`src/rtl/timer_bank_pkg.sv`:
```
package timer_bank_pkg;

  localparam int NUM_SRC = 4;
  localparam int EXP_W   = 3;

  typedef struct packed {
    logic             oneshot;
    logic [EXP_W-1:0] pre_exp;
    logic [1:0]       src_sel;
    logic             load_now;
    logic             run;
  } tmr_ctrl_t;

  localparam tmr_ctrl_t CTRL_RST = '{oneshot: 1'b0, pre_exp: 3'd0, src_sel: 2'd1,
                                     load_now: 1'b0, run: 1'b0};

  localparam logic [9:0] OFS_IRQ_EN = 10'h000;
  localparam logic [9:0] OFS_IRQ_ST = 10'h004;
  localparam logic [9:0] OFS_WD_A   = 10'h090;
  localparam logic [9:0] OFS_WD_B   = 10'h094;

  localparam logic [3:0] SUB_CTRL = 4'h0;
  localparam logic [3:0] SUB_IVAL = 4'h4;
  localparam logic [3:0] SUB_CNT  = 4'h8;

endpackage

```
`src/rtl/tmr_rst_sync.sv`:
```
module tmr_rst_sync (
  input  logic clk,
  input  logic rst_n,
  output logic rst_n_o
);
  logic [1:0] sync_q;

  always_ff @(posedge clk or negedge rst_n) begin
    if (!rst_n) sync_q <= 2'b00;
    else        sync_q <= {sync_q[0], 1'b1};
  end

  assign rst_n_o = sync_q[1];
endmodule

```
`src/rtl/tmr_prescale.sv`:
```
module tmr_prescale #(
  parameter int EXP_W = 3
) (
  input  logic             clk,
  input  logic             rst_n,
  input  logic             restart,
  input  logic             run,
  input  logic             src_pulse,
  input  logic [EXP_W-1:0] exp_i,
  output logic             tick_o
);
  localparam int PC_W = (1 << EXP_W) - 1;

  logic [PC_W-1:0] pc_q, pc_d, mask;

  always_comb begin
    mask   = (PC_W'(1) << exp_i) - PC_W'(1);
    tick_o = run & src_pulse & ((pc_q & mask) == mask);
    pc_d   = pc_q;
    if (restart)               pc_d = '0;
    else if (run && src_pulse) pc_d = pc_q + PC_W'(1);
  end

  always_ff @(posedge clk or negedge rst_n) begin
    if (!rst_n) pc_q <= '0;
    else        pc_q <= pc_d;
  end
endmodule

```
`src/rtl/tmr_channel.sv`:
```
module tmr_channel
  import timer_bank_pkg::*;
#(
  parameter int CNT_W = 32
) (
  input  logic               clk,
  input  logic               rst_n,
  input  logic [NUM_SRC-1:0] src_tick,
  input  logic               ctrl_we,
  input  logic               ival_we,
  input  tmr_ctrl_t          ctrl_wdata,
  input  logic [CNT_W-1:0]   ival_wdata,
  output tmr_ctrl_t          ctrl_o,
  output logic [CNT_W-1:0]   ival_o,
  output logic [CNT_W-1:0]   cnt_o,
  output logic               expire_o
);
  tmr_ctrl_t        ctrl_q, ctrl_d;
  logic [CNT_W-1:0] ival_q, ival_d, cnt_q, cnt_d;
  logic             busy, src_pulse, step;

  assign busy      = ctrl_we | ival_we;
  assign src_pulse = src_tick[ctrl_q.src_sel];

  tmr_prescale #(.EXP_W(EXP_W)) u_pre (
    .clk       (clk),
    .rst_n     (rst_n),
    .restart   (ctrl_we),
    .run       (ctrl_q.run & ~busy),
    .src_pulse (src_pulse),
    .exp_i     (ctrl_q.pre_exp),
    .tick_o    (step)
  );

  always_comb begin
    ctrl_d   = ctrl_q;
    ival_d   = ival_q;
    cnt_d    = cnt_q;
    expire_o = 1'b0;
    if (ctrl_we) begin
      ctrl_d = ctrl_wdata;
      if (ctrl_wdata.load_now) cnt_d = ival_q;
    end else if (ival_we) begin
      ival_d = ival_wdata;
      cnt_d  = ival_wdata;
    end else if (step) begin
      if (cnt_q == '0) begin
        expire_o = 1'b1;
        if (ctrl_q.oneshot) ctrl_d.run = 1'b0;
        else                cnt_d      = ival_q;
      end else begin
        cnt_d = cnt_q - CNT_W'(1);
      end
    end
  end

  always_ff @(posedge clk or negedge rst_n) begin
    if (!rst_n) begin
      ctrl_q <= CTRL_RST;
      ival_q <= '0;
      cnt_q  <= '0;
    end else begin
      ctrl_q <= ctrl_d;
      ival_q <= ival_d;
      cnt_q  <= cnt_d;
    end
  end

  assign ctrl_o = ctrl_q;
  assign ival_o = ival_q;
  assign cnt_o  = cnt_q;


  count_step_chk: assert property (@(posedge clk) disable iff (!rst_n)
    (step && cnt_q != '0) |=> cnt_q == $past(cnt_q) - CNT_W'(1));

  periodic_reload_chk: assert property (@(posedge clk) disable iff (!rst_n)
    (expire_o && !ctrl_q.oneshot) |=> cnt_q == $past(ival_q));

  oneshot_stop_chk: assert property (@(posedge clk) disable iff (!rst_n)
    (expire_o && ctrl_q.oneshot) |=> !ctrl_q.run);

  stopped_hold_chk: assert property (@(posedge clk) disable iff (!rst_n)
    (!ctrl_q.run && !ctrl_we && !ival_we) |=> $stable(cnt_q));
endmodule

```
`src/rtl/tmr_irq_ctrl.sv`:
```
module tmr_irq_ctrl #(
  parameter int NUM_CH = 6
) (
  input  logic              clk,
  input  logic              rst_n,
  input  logic              en_we,
  input  logic              st_we,
  input  logic [NUM_CH-1:0] wdata,
  input  logic [NUM_CH-1:0] expire_i,
  output logic [NUM_CH-1:0] en_o,
  output logic [NUM_CH-1:0] st_o,
  output logic [NUM_CH-1:0] irq_o
);
  logic [NUM_CH-1:0] en_q, en_d, st_q, st_d;

  always_comb begin
    en_d = en_we ? wdata : en_q;
    st_d = (st_we ? (st_q & ~wdata) : st_q) | expire_i;
  end

  always_ff @(posedge clk or negedge rst_n) begin
    if (!rst_n) begin
      en_q <= '0;
      st_q <= '0;
    end else begin
      en_q <= en_d;
      st_q <= st_d;
    end
  end

  assign en_o  = en_q;
  assign st_o  = st_q;
  assign irq_o = st_q & en_q;


  w1c_chk: assert property (@(posedge clk) disable iff (!rst_n)
    (st_we && expire_i == '0) |=> (st_q & $past(wdata)) == '0);

  set_wins_chk: assert property (@(posedge clk) disable iff (!rst_n)
    (expire_i != '0) |=> (st_q & $past(expire_i)) == $past(expire_i));
endmodule

```
`src/rtl/timer_bank.sv`:
```
module timer_bank
  import timer_bank_pkg::*;
#(
  parameter int NUM_CH = 6,
  parameter int CNT_W  = 32,
  parameter int ADDR_W = 10,
  parameter int DATA_W = 32
) (
  input  logic               clk,
  input  logic               rst_n,
  input  logic [NUM_SRC-1:0] src_tick,
  input  logic               reg_wr,
  input  logic               reg_rd,
  input  logic [ADDR_W-1:0]  reg_addr,
  input  logic [DATA_W-1:0]  reg_wdata,
  output logic [DATA_W-1:0]  reg_rdata,
  output logic [NUM_CH-1:0]  irq_o
);
  localparam int CW = $bits(tmr_ctrl_t);

  logic              rst_s;
  logic              hi_zero;
  logic [3:0]        slot, sub;
  logic [NUM_CH-1:0] ch_sel, ctrl_we, ival_we, expire;
  logic [NUM_CH-1:0] irq_en, irq_st;
  tmr_ctrl_t         ctrl_arr [NUM_CH];
  logic [CNT_W-1:0]  ival_arr [NUM_CH];
  logic [CNT_W-1:0]  cnt_arr  [NUM_CH];
  logic [DATA_W-1:0] wd_a_q, wd_a_d, wd_b_q, wd_b_d;
  logic [DATA_W-1:0] rd_mux, rdata_d, rdata_q;
  logic              rd_hit, en_we, st_we;

  tmr_rst_sync u_rst (.clk(clk), .rst_n(rst_n), .rst_n_o(rst_s));

  assign hi_zero = (reg_addr[ADDR_W-1:8] == '0);
  assign slot    = reg_addr[7:4];
  assign sub     = reg_addr[3:0];
  assign en_we   = reg_wr && reg_addr == ADDR_W'(OFS_IRQ_EN);
  assign st_we   = reg_wr && reg_addr == ADDR_W'(OFS_IRQ_ST);

  for (genvar g = 0; g < NUM_CH; g++) begin : g_ch
    assign ch_sel[g]  = hi_zero && slot == 4'(g + 1);
    assign ctrl_we[g] = reg_wr && ch_sel[g] && sub == SUB_CTRL;
    assign ival_we[g] = reg_wr && ch_sel[g] && sub == SUB_IVAL;

    tmr_channel #(.CNT_W(CNT_W)) u_ch (
      .clk        (clk),
      .rst_n      (rst_s),
      .src_tick   (src_tick),
      .ctrl_we    (ctrl_we[g]),
      .ival_we    (ival_we[g]),
      .ctrl_wdata (tmr_ctrl_t'(reg_wdata[CW-1:0])),
      .ival_wdata (reg_wdata[CNT_W-1:0]),
      .ctrl_o     (ctrl_arr[g]),
      .ival_o     (ival_arr[g]),
      .cnt_o      (cnt_arr[g]),
      .expire_o   (expire[g])
    );
  end

  tmr_irq_ctrl #(.NUM_CH(NUM_CH)) u_irq (
    .clk      (clk),
    .rst_n    (rst_s),
    .en_we    (en_we),
    .st_we    (st_we),
    .wdata    (reg_wdata[NUM_CH-1:0]),
    .expire_i (expire),
    .en_o     (irq_en),
    .st_o     (irq_st),
    .irq_o    (irq_o)
  );

  always_comb begin
    wd_a_d = wd_a_q;
    wd_b_d = wd_b_q;
    if (reg_wr && reg_addr == ADDR_W'(OFS_WD_A)) wd_a_d = reg_wdata;
    if (reg_wr && reg_addr == ADDR_W'(OFS_WD_B)) wd_b_d = reg_wdata;
  end

  always_comb begin
    rd_mux = '0;
    rd_hit = 1'b0;
    if (reg_addr == ADDR_W'(OFS_IRQ_EN)) begin
      rd_mux = DATA_W'(irq_en); rd_hit = 1'b1;
    end else if (reg_addr == ADDR_W'(OFS_IRQ_ST)) begin
      rd_mux = DATA_W'(irq_st); rd_hit = 1'b1;
    end else if (reg_addr == ADDR_W'(OFS_WD_A)) begin
      rd_mux = wd_a_q; rd_hit = 1'b1;
    end else if (reg_addr == ADDR_W'(OFS_WD_B)) begin
      rd_mux = wd_b_q; rd_hit = 1'b1;
    end
    for (int i = 0; i < NUM_CH; i++) begin
      if (ch_sel[i]) begin
        case (sub)
          SUB_CTRL: begin rd_mux = DATA_W'(ctrl_arr[i]); rd_hit = 1'b1; end
          SUB_IVAL: begin rd_mux = DATA_W'(ival_arr[i]); rd_hit = 1'b1; end
          SUB_CNT:  begin rd_mux = DATA_W'(cnt_arr[i]);  rd_hit = 1'b1; end
          default:  ;
        endcase
      end
    end
    rdata_d = reg_rd ? rd_mux : '0;
  end

  always_ff @(posedge clk or negedge rst_s) begin
    if (!rst_s) begin
      wd_a_q  <= '0;
      wd_b_q  <= '0;
      rdata_q <= '0;
    end else begin
      wd_a_q  <= wd_a_d;
      wd_b_q  <= wd_b_d;
      rdata_q <= rdata_d;
    end
  end

  assign reg_rdata = rdata_q;


  unmapped_zero_chk: assert property (@(posedge clk) disable iff (!rst_s)
    (reg_rd && !rd_hit) |=> reg_rdata == '0);

  idle_zero_chk: assert property (@(posedge clk) disable iff (!rst_s)
    !reg_rd |=> reg_rdata == '0);
endmodule

```
`config.mk`:
```
export PLATFORM = sky130hd
export DESIGN_NAME = timer_bank
export DESIGN_NICKNAME = d
export VERILOG_FILES = /design/src/rtl/timer_bank_pkg.sv /design/src/rtl/tmr_rst_sync.sv /design/src/rtl/tmr_prescale.sv /design/src/rtl/tmr_channel.sv /design/src/rtl/tmr_irq_ctrl.sv /design/src/rtl/timer_bank.sv
export SDC_FILE = /design/constraint.sdc
export NUM_CORES = 2
export LEC_CHECK = 0
export ABC_CLOCK_PERIOD_IN_PS = 19200
export CORE_UTILIZATION = 60
export DETAILED_ROUTE_END_ITERATION = 12
export PLACE_DENSITY = 0.74
export SLEW_MARGIN = 40
export SYNTH_ARGS = -nofsm -noshare
export SYNTH_HDL_FRONTEND = slang
export SYNTH_SLANG_ARGS = --single-unit
```
`constraint.sdc`:
```
create_clock -name clk -period 19.2 [get_ports clk]
set_clock_uncertainty 0.1 [all_clocks]
set_input_delay 5.76 -clock clk [delete_from_list [all_inputs] [get_ports clk]]
set_output_delay 5.76 -clock clk [all_outputs]
set_load 0.05 [all_outputs]
```
==> results.sh <==
export IMPL_status="finished, final reports clean"
export IMPL_worst_slew_pin_slew_ns=0.933
export IMPL_max_stage_delay_ns=0.76
export IMPL_start_util_pct=60.9
export IMPL_synth_top_area_share_pct=43.0
export IMPL_synth_commonest_cells="772 x nand2_1, 578 x dfrtp_1, 358 x o21ai_0"
export IMPL_cellLeakagePower_nw=16.8
export IMPL_yosysUniqueCellTypes=86
export IMPL_pin_count=88
export IMPL_firstDrtPassIters=7
export IMPL_syn_area_per_cell_um2=8.38
export IMPL_r2r_cells=10
export IMPL_cts_root_buf="clkbuf_16"
export IMPL_dr_total_vias=33400
export IMPL_cp_max_fo=25
export IMPL_relSlewSlack_pct=37.6
export IMPL_ys_seq_area_share_pct=43.4
export IMPL_min_path_type="reg2async"
export IMPL_grt_pass1_vias=30900
export IMPL_powerDensity_nw_per_um2=74.8
export IMPL_synth_net_count=4084
export IMPL_rsz0062_at_grt="false"
export IMPL_drc=0
export IMPL_worst_setup_path_type="in2reg"
export IMPL_cts_max_path_buffers=3
export IMPL_synthArstFlopShare_pct=100
export IMPL_gp_congestion=1.07
export IMPL_cts_tree="done"
export IMPL_hpwl_mm=86.7
export IMPL_synth_edf_count=0
export IMPL_numCtsBuffers=67
export IMPL_drive_above_1_share_pct=10.3
export IMPL_slew_viol_final=0
export IMPL_synth_warnings=0
export IMPL_final_hold_viol_count=0
export IMPL_die_w_um=239
export IMPL_finalCritPeriodShare_pct=47.6
export IMPL_drt_iter0_markers=5053
export IMPL_tns_ns=0
export IMPL_syn_inst=4019
export IMPL_maxCapViolations=0
export IMPL_rrSetupSlack_ns=15.19
export IMPL_antenna_found_initial=5
export IMPL_max_freq_mhz=109
export IMPL_nets=4021
export IMPL_peakVddDrop_uv=79.9
export IMPL_grt_use_total_pct=46.2
export IMPL_fillCellCount=4638
export IMPL_post_cts_setup_buffers=0
export IMPL_period_minus_slack_ns=9.14
export IMPL_r2r_start="g_ch[2].u_ch.cnt_o[0]$_DFFE_PN0P_"
export IMPL_syn_to_final_growth_pct=11.5
export IMPL_critPathMostFrequentCell="a21o_1"
export IMPL_rows=86
export IMPL_cts_hold_buffers=0
export IMPL_final_cells=4756
export IMPL_cpMaxStageDelayCell="a21o_1"
export IMPL_synth_seq_cells=584
export IMPL_clk_insertion_delay_late_ns=0.62
export IMPL_setup_violations=0
export IMPL_critPathCaptureType="flip-flop"
export IMPL_path_buf_inv=2
export IMPL_crit_family="simple AND/OR/NAND/NOR gates"
export IMPL_cp_arrival_ns=9.54
export IMPL_htreeDepth=3
export IMPL_syn_area_um2=33700
export IMPL_vias_per_cell=7.02
export IMPL_placed_cells_incl_taps=4634
export IMPL_dominantRegCellSynth="dfrtp_1"
export IMPL_gr_total_overflow=0
export IMPL_crit_required_ns=19.60
export IMPL_ant_nets=0
export IMPL_grt_first_pass_wirelength_mm=197
export IMPL_path_clk_slew_ns=0.06
export IMPL_cts_resized=0
export IMPL_dieArea_um2=57100
export IMPL_post_synth_top_count_cell="nand2_1"
export IMPL_core_um2=55300
export IMPL_grt_max_degree=101
export IMPL_crit_chain="clkdlybuf4s50_1 -> nor4b_2 -> buf_4 -> nand3_1 -> and3_1 -> nor3b_1 -> a21o_1 -> o21ai_0 -> a21o_1"
export IMPL_synth_largest_area_cell="dfrtp_1"
export IMPL_rr_endpoint="g_ch[2].u_ch.cnt_o[12]$_DFFE_PN0P_"
export IMPL_drt_wl_total_mm=131
export IMPL_die_h_um=239
export IMPL_cts_num_sinks=584
export IMPL_wl_per_cell_um=27.6
export IMPL_io_buffers=87
export IMPL_worstSetupStartpointType="input port"
export IMPL_synth_area_leaders="dfrtp_1 43%, nand2_1 8.6%, o21ai_0 5.3%, a21oi_1 5.0%, mux2_2 3.5%"
## metal layers
| metal | wire length (µm) | global-route usage [%] | vias up |
|---|---|---|---|
| met1 | 48400 | 61.0 | 15900 |
| li1 | - | - | 14500 |
| met4 | 11200 | 33.3 | 0 |
| met3 | 18700 | 15.0 | 563 |
| met5 | 0 | 0 | - |
| met2 | 53300 | 63.5 | 2406 |
## sequential cells by signal, summed over array words and instances (netlist names)
register and flops:
u_irq.st_o 6, g_ch.u_ch.u_pre.pc_q 42, u_irq.en_o 6, reg_rdata 32, wd_a_q 32, g_ch.u_ch.cnt_o 192, g_ch.u_ch.ival_o 192, u_rst.sync_q 2
g_ch.u_ch.ctrl_o 48, wd_b_q 32
## cells by family (layout without fill, tap and decap cells)
| logic type | count (synthesis) | in the layout | synth area share, % |
|---|---|---|---|
| simple gates | 1564 | 1564 | 20.9 |
| compound gates | 1244 | 1244 | 23.5 |
| other cells | 1 | 9 | 0.0111 |
| mux | 172 | 172 | 5.73 |
| buf+inv | 382 | 363 | 4.41 |
| flops | 584 | 584 | 43.4 |
| fa+ha+maj | 15 | 15 | 0.557 |
| xor+xnor | 57 | 57 | 1.48 |
## worst max path at each step
stage | from | endpoint | slack, ns | cells after the start
after CTS | reg_addr[7] | g_ch[4].u_ch.cnt_o[24]$_DFFE_PN0P_ | 10.13 | 10
final | reg_wr | g_ch[5].u_ch.cnt_o[23]$_DFFE_PN0P_ | 10.06 | 9
after floorplan | u_rst.sync_q[1]$_DFF_PN0_ | g_ch[0].u_ch.cnt_o[0]$_DFFE_PN0P_ | 1.63 | 0
after global placement | reg_addr[7] | g_ch[4].u_ch.cnt_o[24]$_DFFE_PN0P_ | 9.57 | 10
after global routing | reg_wr | g_ch[5].u_ch.cnt_o[14]$_DFFE_PN0P_ | 9.88 | 9
after detailed placement | reg_addr[4] | g_ch[4].u_ch.cnt_o[24]$_DFFE_PN0P_ | 9.52 | 9
## layout make-up
type | count | area (µm²) | area share [%]
diodes | 8 | 20.0 | 0.0533
clock buffers | 104 | 2080 | 5.54
clock inverters | 9 | 149 | 0.396
inverters | 55 | 206 | 0.550
multi-input cells | 3053 | 17800 | 47.4
flip-flops and latches | 584 | 14600 | 38.9
well taps | 748 | 936 | 2.49
repair buffers | 195 | 1740 | 4.64
## stage by stage
step           total power [mW]  instance area (µm²)  utilization [%]  setup slack [ns]  hold WS [ns]
6_report                   2.81                37600             67.9             10.06         0.133
5_1_grt                    2.86                37500             67.9              9.88         0.171
4_1_cts                    2.80                37500             67.7             10.13         0.146
3_5_place_dp               1.49                35200             63.7              9.52         0.144
3_3_place_gp               1.48                35100             63.5              9.57         0.234
2_1_floorplan              1.40                33700                -              1.63         0.231
## worst reg2reg max path: stages, from the launching register on
cell	delay, ns
dfrtp_1	0.47
inv_1	0.10
ha_1	0.32
nor3b_1	0.46
nand4_1	0.46
nor4_2	0.87
nand2_1	0.19
a22oi_2	0.16
buf_4	0.46
a21oi_1	0.14
o22ai_1	0.19
## layout by cell type, fill, tap and decap left out, drive strengths merged, types with 27 or more instances in the layout
cell type / instances
a21oi: 335
a221oi: 27
a22o: 59
a22oi: 115
a31oi: 40
and3: 48
buf: 118
clkbuf: 105
clkdlybuf4s50: 76
dfrtp: 578
inv: 56
mux2: 105
mux2i: 61
nand2: 772
nand3: 71
nand4: 41
nor2: 312
nor3: 109
nor4: 47
o21ai: 375
o221ai: 87
o22ai: 39
or3: 37
or4: 33
xor2: 31
## power breakdown
| group | switching (mW) | internal [mW] | leakage (nW) |
|---|---|---|---|
| combinational | 0.148 | 0.0549 | 7.81 |
| clock | 0.536 | 0.795 | 1.10 |
| sequential | 0.0237 | 1.25 | 7.92 |
(Power assumes the default switching activity.)
